### src/rtl/tct_pkg.sv
package tct_pkg;

    typedef enum logic {
        CAP_ARMED = 1'b0,
        CAP_HELD  = 1'b1
    } cap_state_t;

    // control/status register bit positions (address 0)
    localparam int BIT_TB_FLAG  = 0;
    localparam int BIT_TB_IE    = 1;
    localparam int BIT_DBL      = 2;
    localparam int BIT_CAP_IE   = 4;
    localparam int BIT_CAP_RISE = 5;
    localparam int BIT_CAP_FLAG = 7;

    localparam int ADDR_CTRL = 0;
    localparam int ADDR_CAP  = 1;

endpackage

### src/rtl/tct_prescaler.sv
module tct_prescaler #(
    parameter int PRESC_DIV  = 32,
    parameter bit HAS_DOUBLE = 1'b1
) (
    input  logic clk,
    input  logic rst,
    input  logic dbl,
    output logic tick
);

    localparam int PW = $clog2(PRESC_DIV);
    localparam logic [PW-1:0] LAST = PW'(PRESC_DIV - 1);

    logic [PW-1:0] presc_q;
    logic          wrap;

    assign wrap = (presc_q == LAST);

    always_ff @(posedge clk) begin
        if (rst) begin
            presc_q <= '0;
        end else if (wrap) begin
            presc_q <= '0;
        end else begin
            presc_q <= presc_q + 1'b1;
        end
    end

    generate
        if (HAS_DOUBLE) begin : g_double
            logic half_q;

            always_ff @(posedge clk) begin
                if (rst || !dbl) begin
                    half_q <= 1'b0;
                end else if (wrap) begin
                    half_q <= ~half_q;
                end
            end

            assign tick = wrap && (!dbl || half_q);
        end else begin : g_single
            logic unused_dbl;
            assign unused_dbl = dbl;
            assign tick       = wrap;
        end
    endgenerate

endmodule

### src/rtl/tct_timebase.sv
module tct_timebase #(
    parameter int CNT_W    = 8,
    parameter int TERMINAL = 249
) (
    input  logic             clk,
    input  logic             rst,
    input  logic             tick,
    output logic [CNT_W-1:0] cnt,
    output logic             ovf
);

    localparam logic [CNT_W-1:0] TERM_V = CNT_W'(TERMINAL);

    logic [CNT_W-1:0] cnt_q;

    assign ovf = tick && (cnt_q == TERM_V);
    assign cnt = cnt_q;

    always_ff @(posedge clk) begin
        if (rst) begin
            cnt_q <= '0;
        end else if (ovf) begin
            cnt_q <= '0;
        end else if (tick) begin
            cnt_q <= cnt_q + 1'b1;
        end
    end

endmodule

### src/rtl/tct_capture.sv
module tct_capture
    import tct_pkg::*;
#(
    parameter int CNT_W       = 8,
    parameter int SYNC_STAGES = 2
) (
    input  logic             clk,
    input  logic             rst,
    input  logic             cap_pin,
    input  logic             cap_rise,
    input  logic             cap_rd,
    input  logic [CNT_W-1:0] cnt,
    output logic             cap_flag,
    output logic [CNT_W-1:0] cap_val
);

    logic [SYNC_STAGES-1:0] sync_q;
    logic                   prev_q;
    logic                   pin_s;
    logic                   qual_edge;
    logic                   load;
    cap_state_t             state_q;
    cap_state_t             state_d;

    // synchronizer chain and edge history
    always_ff @(posedge clk) begin
        if (rst) begin
            sync_q <= '0;
            prev_q <= 1'b0;
        end else begin
            sync_q <= {sync_q[SYNC_STAGES-2:0], cap_pin};
            prev_q <= sync_q[SYNC_STAGES-1];
        end
    end

    assign pin_s     = sync_q[SYNC_STAGES-1];
    assign qual_edge = cap_rise ? (pin_s && !prev_q) : (!pin_s && prev_q);

    // state register
    always_ff @(posedge clk) begin
        if (rst) begin
            state_q <= CAP_ARMED;
        end else begin
            state_q <= state_d;
        end
    end

    // next state
    always_comb begin
        state_d = state_q;
        unique case (state_q)
            CAP_ARMED: if (qual_edge) state_d = CAP_HELD;   // ARM_TO_HELD
            CAP_HELD:  if (cap_rd)    state_d = CAP_ARMED;  // HELD_TO_ARM
            default:   state_d = CAP_ARMED;
        endcase
    end

    // outputs
    always_comb begin
        cap_flag = 1'b0;
        load     = 1'b0;
        unique case (state_q)
            CAP_ARMED: load     = qual_edge;
            CAP_HELD:  cap_flag = 1'b1;
            default:   cap_flag = 1'b0;
        endcase
    end

    always_ff @(posedge clk) begin
        if (rst) begin
            cap_val <= '0;
        end else if (load) begin
            cap_val <= cnt;
        end
    end

endmodule

### src/rtl/tct_regs.sv
module tct_regs
    import tct_pkg::*;
#(
    parameter int ADDR_W = 2,
    parameter int DATA_W = 8,
    parameter int CNT_W  = 8
) (
    input  logic              clk,
    input  logic              rst,
    input  logic [ADDR_W-1:0] addr,
    input  logic              wr_en,
    input  logic [DATA_W-1:0] wr_data,
    input  logic              rd_en,
    output logic [DATA_W-1:0] rd_data,
    input  logic              ovf,
    input  logic              cap_flag,
    input  logic [CNT_W-1:0]  cap_val,
    output logic              tb_flag,
    output logic              tb_ie,
    output logic              dbl,
    output logic              cap_ie,
    output logic              cap_rise,
    output logic              stat_rd,
    output logic              cap_rd
);

    logic sel_ctrl;
    logic sel_cap;
    logic unused_wdata;

    assign sel_ctrl     = (addr == ADDR_W'(ADDR_CTRL));
    assign sel_cap      = (addr == ADDR_W'(ADDR_CAP));
    assign stat_rd      = rd_en && sel_ctrl;
    assign cap_rd       = rd_en && sel_cap;
    assign unused_wdata = ^wr_data;

    always_ff @(posedge clk) begin
        if (rst) begin
            tb_ie    <= 1'b0;
            dbl      <= 1'b0;
            cap_ie   <= 1'b0;
            cap_rise <= 1'b0;
        end else if (wr_en && sel_ctrl) begin
            tb_ie    <= wr_data[BIT_TB_IE];
            dbl      <= wr_data[BIT_DBL];
            cap_ie   <= wr_data[BIT_CAP_IE];
            cap_rise <= wr_data[BIT_CAP_RISE];
        end
    end

    // hardware set has priority over clear-on-read
    always_ff @(posedge clk) begin
        if (rst) begin
            tb_flag <= 1'b0;
        end else if (ovf) begin
            tb_flag <= 1'b1;
        end else if (stat_rd) begin
            tb_flag <= 1'b0;
        end
    end

    always_comb begin
        rd_data = '0;
        if (sel_ctrl) begin
            rd_data[BIT_TB_FLAG]  = tb_flag;
            rd_data[BIT_TB_IE]    = tb_ie;
            rd_data[BIT_DBL]      = dbl;
            rd_data[BIT_CAP_IE]   = cap_ie;
            rd_data[BIT_CAP_RISE] = cap_rise;
            rd_data[BIT_CAP_FLAG] = cap_flag;
        end else if (sel_cap) begin
            rd_data = DATA_W'(cap_val);
        end
    end

endmodule

### src/rtl/tick_capture_timer.sv
module tick_capture_timer #(
    parameter int ADDR_W      = 2,
    parameter int DATA_W      = 8,
    parameter int CNT_W       = 8,
    parameter int TERMINAL    = 249,
    parameter int PRESC_DIV   = 32,
    parameter int SYNC_STAGES = 2,
    parameter bit HAS_DOUBLE  = 1'b1
) (
    input  logic              clk,
    input  logic              rst,
    input  logic [ADDR_W-1:0] bus_addr,
    input  logic              bus_wr,
    input  logic [DATA_W-1:0] bus_wdata,
    input  logic              bus_rd,
    output logic [DATA_W-1:0] bus_rdata,
    input  logic              cap_pin,
    output logic              irq_tb,
    output logic              irq_cap
);

    logic             tick;
    logic             ovf;
    logic [CNT_W-1:0] cnt;
    logic             tb_flag;
    logic             tb_ie;
    logic             dbl;
    logic             cap_ie;
    logic             cap_rise;
    logic             stat_rd;
    logic             cap_rd;
    logic             cap_flag;
    logic [CNT_W-1:0] cap_val;

    tct_prescaler #(
        .PRESC_DIV (PRESC_DIV),
        .HAS_DOUBLE(HAS_DOUBLE)
    ) u_presc (
        .clk (clk),
        .rst (rst),
        .dbl (dbl),
        .tick(tick)
    );

    tct_timebase #(
        .CNT_W   (CNT_W),
        .TERMINAL(TERMINAL)
    ) u_tbase (
        .clk (clk),
        .rst (rst),
        .tick(tick),
        .cnt (cnt),
        .ovf (ovf)
    );

    tct_capture #(
        .CNT_W      (CNT_W),
        .SYNC_STAGES(SYNC_STAGES)
    ) u_cap (
        .clk     (clk),
        .rst     (rst),
        .cap_pin (cap_pin),
        .cap_rise(cap_rise),
        .cap_rd  (cap_rd),
        .cnt     (cnt),
        .cap_flag(cap_flag),
        .cap_val (cap_val)
    );

    tct_regs #(
        .ADDR_W(ADDR_W),
        .DATA_W(DATA_W),
        .CNT_W (CNT_W)
    ) u_regs (
        .clk     (clk),
        .rst     (rst),
        .addr    (bus_addr),
        .wr_en   (bus_wr),
        .wr_data (bus_wdata),
        .rd_en   (bus_rd),
        .rd_data (bus_rdata),
        .ovf     (ovf),
        .cap_flag(cap_flag),
        .cap_val (cap_val),
        .tb_flag (tb_flag),
        .tb_ie   (tb_ie),
        .dbl     (dbl),
        .cap_ie  (cap_ie),
        .cap_rise(cap_rise),
        .stat_rd (stat_rd),
        .cap_rd  (cap_rd)
    );

    assign irq_tb  = tb_flag && tb_ie;
    assign irq_cap = cap_flag && cap_ie;

endmodule

### config.mk
export PLATFORM = sky130hd
export DESIGN_NAME = tick_capture_timer
export DESIGN_NICKNAME = d
export VERILOG_FILES = /design/src/rtl/tct_pkg.sv /design/src/rtl/tct_prescaler.sv /design/src/rtl/tct_timebase.sv /design/src/rtl/tct_capture.sv /design/src/rtl/tct_regs.sv /design/src/rtl/tick_capture_timer.sv
export SDC_FILE = /design/constraint.sdc
export NUM_CORES = 1
export LEC_CHECK = 0
export ABC_AREA = 1
export CORE_UTILIZATION = 34
export DETAILED_ROUTE_END_ITERATION = 10
export PLACE_DENSITY = 0.64
export REMOVE_ABC_BUFFERS = 1
export SETUP_SLACK_MARGIN = 0.15
export SKIP_CTS_REPAIR_TIMING = 1
export SLEW_MARGIN = 20
export SYNTH_ARGS = -nofsm -noshare
export SYNTH_HDL_FRONTEND = slang
export SYNTH_HIERARCHICAL = 1
export SYNTH_SLANG_ARGS = --single-unit
### constraint.sdc
create_clock -name clk -period 3 [get_ports clk]
set_clock_uncertainty 0.2 [all_clocks]
set_input_delay 0.45 -clock clk [delete_from_list [all_inputs] [get_ports clk]]
set_output_delay 0.45 -clock clk [all_outputs]
set_load 0.01 [all_outputs]
# Yosys cells after proc, flatten, opt, wreduce, memory -nomap -nowiden
# Index checks and enable logic that the tools add are counted.
classes:
  magnitude_cmp: 0
  bitwise: 2
  n_addsub: 2
  n_reduce_logical: 18
  n_eq_ne: 3
  shifts: 0
  div_mod_pow: 0
  muxes: 14
  mul: 0
op_table:
  columns: ["operator", "count"]
  rows:
  - ["1-bit two-way mux", 10]
  - ["1-bit logical AND", 9]
  - ["8-bit by 1-bit adder with 8-bit output, second input constant", 1]
  - ["8-bit equality test, second input constant", 1]
  - ["8-bit two-way mux", 1]
  - ["5-bit by 1-bit adder with 5-bit output, second input constant", 1]
  - ["5-bit equality test, second input constant", 1]
  - ["2-bit OR reduction", 2]
  - ["1-bit logical NOT", 3]
  - ["3-bit two-way mux", 1]
  - ["2-bit by 1-bit equality test with 1-bit output, second input constant", 1]
  - ["2-bit logical NOT", 1]
  - ["1-bit logical OR", 2]
  - ["2-bit two-way mux", 1]
  - ["1-bit inverter", 2]
  - ["1-bit one-hot mux with 2 select lines", 1]
  - ["2-bit nonzero test", 1]
word_totals:
  ff_bits: 31
  output_inout_bits: 10
  mem_bits_rw: 0
  n_memories: 0
  rom_bits: 0
  latch_bits: 0
  word_cells: 51

# Logic depth before layout (Yosys ltp)
logic_depth:
  depth_word: 5
  depth_mapped: 12

# By module
# The synthesis kept the hierarchy.
by_module_without_submodules:
  columns: ["module", "seq_area_each_um2", "area_per_inst_um2", "cells_per_inst", "n_inst"]
  rows:
  - ["tct_capture", 240.2, 531.8, 70, 1]
  - ["tct_timebase", 160.2, 436.7, 62, 1]
  - ["tct_regs", 100.1, 350.3, 57, 1]
  - ["tct_prescaler", 120.1, 260.2, 34, 1]
  - ["tick_capture_timer", 0.0, 15.0, 4, 1]

# Worst setup path before layout
# No wires, ideal clock.
synth_path:
  path_type: "register to register"
  from: "register u_presc.presc_q[0]"
  to: "register u_regs.tb_flag"
  arrival_time_ps: 1776
  synth_period_minus_slack_ps: 2046
  path_stages_with_launch: 13
  n_path_buf: 0
  setup_time_ps: 70
  setup_slack_ps: 954
  cell_sequence: "dfxtp_1 > ha_1 > nand2_1 > nor2_1 > ha_1 > inv_1 > a21oi_1 > nand2_1 > nor2_1 > inv_1 > nor2_1 > inv_1 > a21oi_1"
synth_via:
  elab_chain_cells: 4
  word_cells_on_any_way: 5
  cone_classes: "1 x eq/ne; 1 x mux; 3 x reduce/logical"
synth_lines:
  columns: ["element", "line_no", "source"]
  rows:
  - ["start: declaration", "tct_prescaler.sv:14", "logic [PW-1:0] presc_q;"]
  - ["start signal: assignment", "tct_prescaler.sv:25", "presc_q <= presc_q + 1'b1;"]
  - ["5-bit equality test (*)", "tct_prescaler.sv:17", "assign wrap = (presc_q == LAST);"]
  - ["1-bit logical AND (*)", "tct_prescaler.sv:41", "assign tick = wrap && (!dbl || half_q);"]
  - ["via tick", "tick_capture_timer.sv:22", "logic tick;"]
  - ["1-bit logical AND (*)", "tct_timebase.sv:16", "assign ovf = tick && (cnt_q == TERM_V);"]
  - ["via ovf", "tick_capture_timer.sv:23", "logic ovf;"]
  - ["1-bit two-way mux / 2-bit nonzero test (equally long branches)", null, null]
  - ["end signal: assignment", "tct_regs.sv:54", "tb_flag <= 1'b0;"]
  - ["end signal: assignment", "tct_regs.sv:56", "tb_flag <= 1'b1;"]
  - ["end signal: assignment", "tct_regs.sv:58", "tb_flag <= 1'b0;"]
  - ["end: declaration", "tct_regs.sv:18", "output logic tb_flag,"]
# The timed path passes the listed nets; every way through them passes the cells marked *.
# A chain may end at the register's enable or synchronous reset.

# Worst setup path after layout
layout_path:
  from: "input bus_addr[0]"
  to: "output bus_rdata[1]"
layout_via:
  elab_chain_cells: 3
  word_cells_on_any_way: 4
  cone_classes: "1 x eq/ne; 2 x mux; 1 x reduce/logical"
layout_lines:
  columns: ["element", "line_no", "source"]
  rows:
  - ["start: declaration", "tick_capture_timer.sv:12", "input logic [ADDR_W-1:0] bus_addr,"]
  - ["2-bit by 1-bit equality test with 1-bit output", "tct_regs.sv:32", "assign sel_cap = (addr == ADDR_W'(ADDR_CAP));"]
  - ["8-bit two-way mux", "tct_regs.sv:71", "end else if (sel_cap) begin"]
  - ["3-bit two-way mux (*)", "tct_regs.sv:64", "if (sel_ctrl) begin"]
  - ["end: declaration", "tick_capture_timer.sv:16", "output logic [DATA_W-1:0] bus_rdata,"]
# Mark *: on every way between the ends. The rest lies on a longest branch, timed or not.

==> summary.txt <==
STA
  – Fraction of the cycle the final worst path needs: 0.894
  – RSZ-0062 raised after global routing: false
  – Setup total negative slack: 0 ps
  – Final WS setup: 319 ps
  – Hold WS: slightly above 200 ps
  – Worst slew margin: 0.587
  – Max Slew Vio Count: 0
  – Crit path time final: 2680 ps
  – Fmax: roughly 370 MHz
  – Slew @ Worst Pin: a little over 600 ps
  – Finish-stage setup viols: 0
  – Final hold vios: 0

Critical path
  – Worst reg2reg path endpoint: u_tbase/cnt[4]
  – CP peak stage delay: 590 ps
  – CP Data Arrival Time: just over 2000 ps
  – Crit path required time: 2350 ps
  – CP endpoint kind: primary output
  – CP Class: in -> out
  – Reg-to-reg startpoint: u_presc/presc_q[0]
  – Critical-path maximum fanout: 11
  – CP bufs+invs: 2
  – R2r worst-path depth: 11
  – Crit-path cells: clkdlybuf4s50_1, nor2_4, nand2_1, nand2_1, clkdlybuf4s50_1
  – Top Family by Delay on Critical Path: buffers and inverters
  – Startpoint type of the worst setup path: input port
  – Worst path slowest cell: clkdlybuf4s50_1
  – Flop-to-flop setup slack: roughly 600 ps

GRT
  – Antenna violations before repair: 0
  – M3 GR Usage: 0.0418
  – M2 GR Usage: 0.204
  – Grt ovf: 0
  – Most Used Layer, Global Route: met2
  – Vias in the first global route: 1193
  – M1 GR Usage: 0.154
  – Largest net degree at the start of global routing: 19
  – Global-route wire length before repair: roughly 5000 µm
  – Total track usage: 0.127

Cells and area
  – Most frequent cells in the layout: nand2_1, nor2_1, inv_1
  – Fillers: between 400 and 500
  – Sequential cell area: 621 µm²
  – Layout cell share with drive strength beyond 1: 0.0920
  – # nets final: between 200 and 300
  – Ant diodes: 0
  – Area growth, synth to finish: 18.8%
  – Multi-input logic area: roughly 770 µm²
  – Post-layout util: 0.428
  – Commonest non-fill, non-tap cell in the layout: nand2_1

Min path
  – Worst Hold Class: reg -> reg
  – Min-Delay Path Depth: 2
  – Worst hold start: u_cap/sync_q[0]
  – Hold Crit Endpoint: u_cap/sync_q[1]

Power and ir drop
  – Overall Power: between 800 and 900 µW
  – Power share of the clock group: 0.380
  – Int Pwr: just over 600 µW
  – Maximum VDD drop: approximately 0.20 mV
  – Switching power: around 190 µW
  – Gate power share: 0.089
  – Pwr dens: approximately 430 nW/µm²
  – Switching share of power: 0.238
  – Lkg Pwr: between 0.0007 and 0.0008 µW
  – Sequential power share: 0.531

CTS
  – Clock buffer count from CTS: 5
  – Sink Count: 31
  – CTS tree: done
  – Root buf cell: clkbuf_8
  – Worst-path clk slew: ~60 ps
  – H-tree levels: 2
  – Worst-Skew Late Latency: ~280 ps
  – Clock Path Buffers: 2

Floorplan
  – Area of the core: ~4400 µm²
  – Full die area: 4950 µm²
  – Ports: 25
  – Die width: 70.4 µm
  – Starting Density: 0.360
  – Die Y: between 70 and 80 µm
  – Cell Rows: 24

Placed design
  – Buffers added on ports: 20
  – Gpl congestion: slightly above 0.7
  – Setup WS pre-CTS: 310 ps
  – Post-DP HPWL: 2090 µm

Routing
  – Via Count: around 1300
  – DRT iter0 DRCs: 42
  – DR DRC count: 0
  – DR WL/cell: roughly 9.3 µm
  – Drt pass-1 iters: 4
  – Post-route ant nets: 0
  – Vias/cell: around 4.3
  – Final WL: between 2000 and 3000 µm

Synth
  – Syn Inst Count: 226
  – YS warnings: 6
  – Syn Area/Cell: ~7 µm²
  – Post-Syn Area: about 1600 µm²

Flow run
  – Max Cap Viol: 0

Run status
  – Status: finished, final reports clean
[worst reg2reg max path: stages, from the launching register on]
cell     delay [ps]
dfxtp_1         370
ha_1            180
nand2_1          70
nor2_1          140
ha_1            200
inv_1            40
a21oi_1         490
nand2_2         160
nor3_1          250
nand2_1          80
nand2_1          70
nor2_1           40
[per-stage QoR]
stage / cell area (µm²) / cells
after floorplan: 1540 / 222
after global placement: 1810 / 294
after detailed placement: 1810 / 294
after CTS: 1890 / 302
after global routing: 1890 / 302
final: 1890 / 302
[power by group through the flow]
stage	Sequential [µW]	Combinational, µW	Clock [µW]
after floorplan	440	42.6	0
after global placement	441	72.9	0
after detailed placement	442	73.4	0
after CTS	433	73.8	324
after global routing	434	83.2	346
final	433	72.5	309
[flip-flops by register name, summed over array words and instances, names as in the netlist]
signal                   count
u_presc/g_double.half_q      1
u_cap/sync_q                 2
u_regs/dbl                   1
u_regs/tb_flag               1
u_cap/cap_val                8
u_tbase/cnt                  8
u_regs/cap_ie                1
u_regs/tb_ie                 1
u_regs/cap_rise              1
u_cap/prev_q                 1
u_presc/presc_q              5
u_cap/state_q                1
[layout make-up]
cell class,count,area share
Clock buffer,7,0.0404
Clock inverter,1,0.00265
Inverter,41,0.0815
Multi-Input combinational cell,150,0.407
Sequential cell,31,0.328
Tap cell,52,0.0344
Timing Repair Buffer,20,0.106
[per-layer routing]
layer  vias to the layer above  share of wire
met5                         -              0
met4                         0          0.015
met3                         4          0.050
met2                        23           0.44
met1                       555           0.49
li1                        731              -
[worst max path at each step]
stage	startpoint	cells past startpoint	endpoint	slack, ps
2_1_floorplan	u_presc/presc_q[0]	12	u_regs/tb_flag	950
3_3_place_gp	bus_addr[0]	5	bus_rdata[2]	320
3_5_place_dp	bus_addr[0]	5	bus_rdata[0]	310
4_1_cts	bus_addr[0]	5	bus_rdata[0]	310
5_1_grt	bus_addr[0]	5	bus_rdata[1]	200
6_report	bus_addr[0]	5	bus_rdata[1]	320
Power figures use the tool's default switching activity.
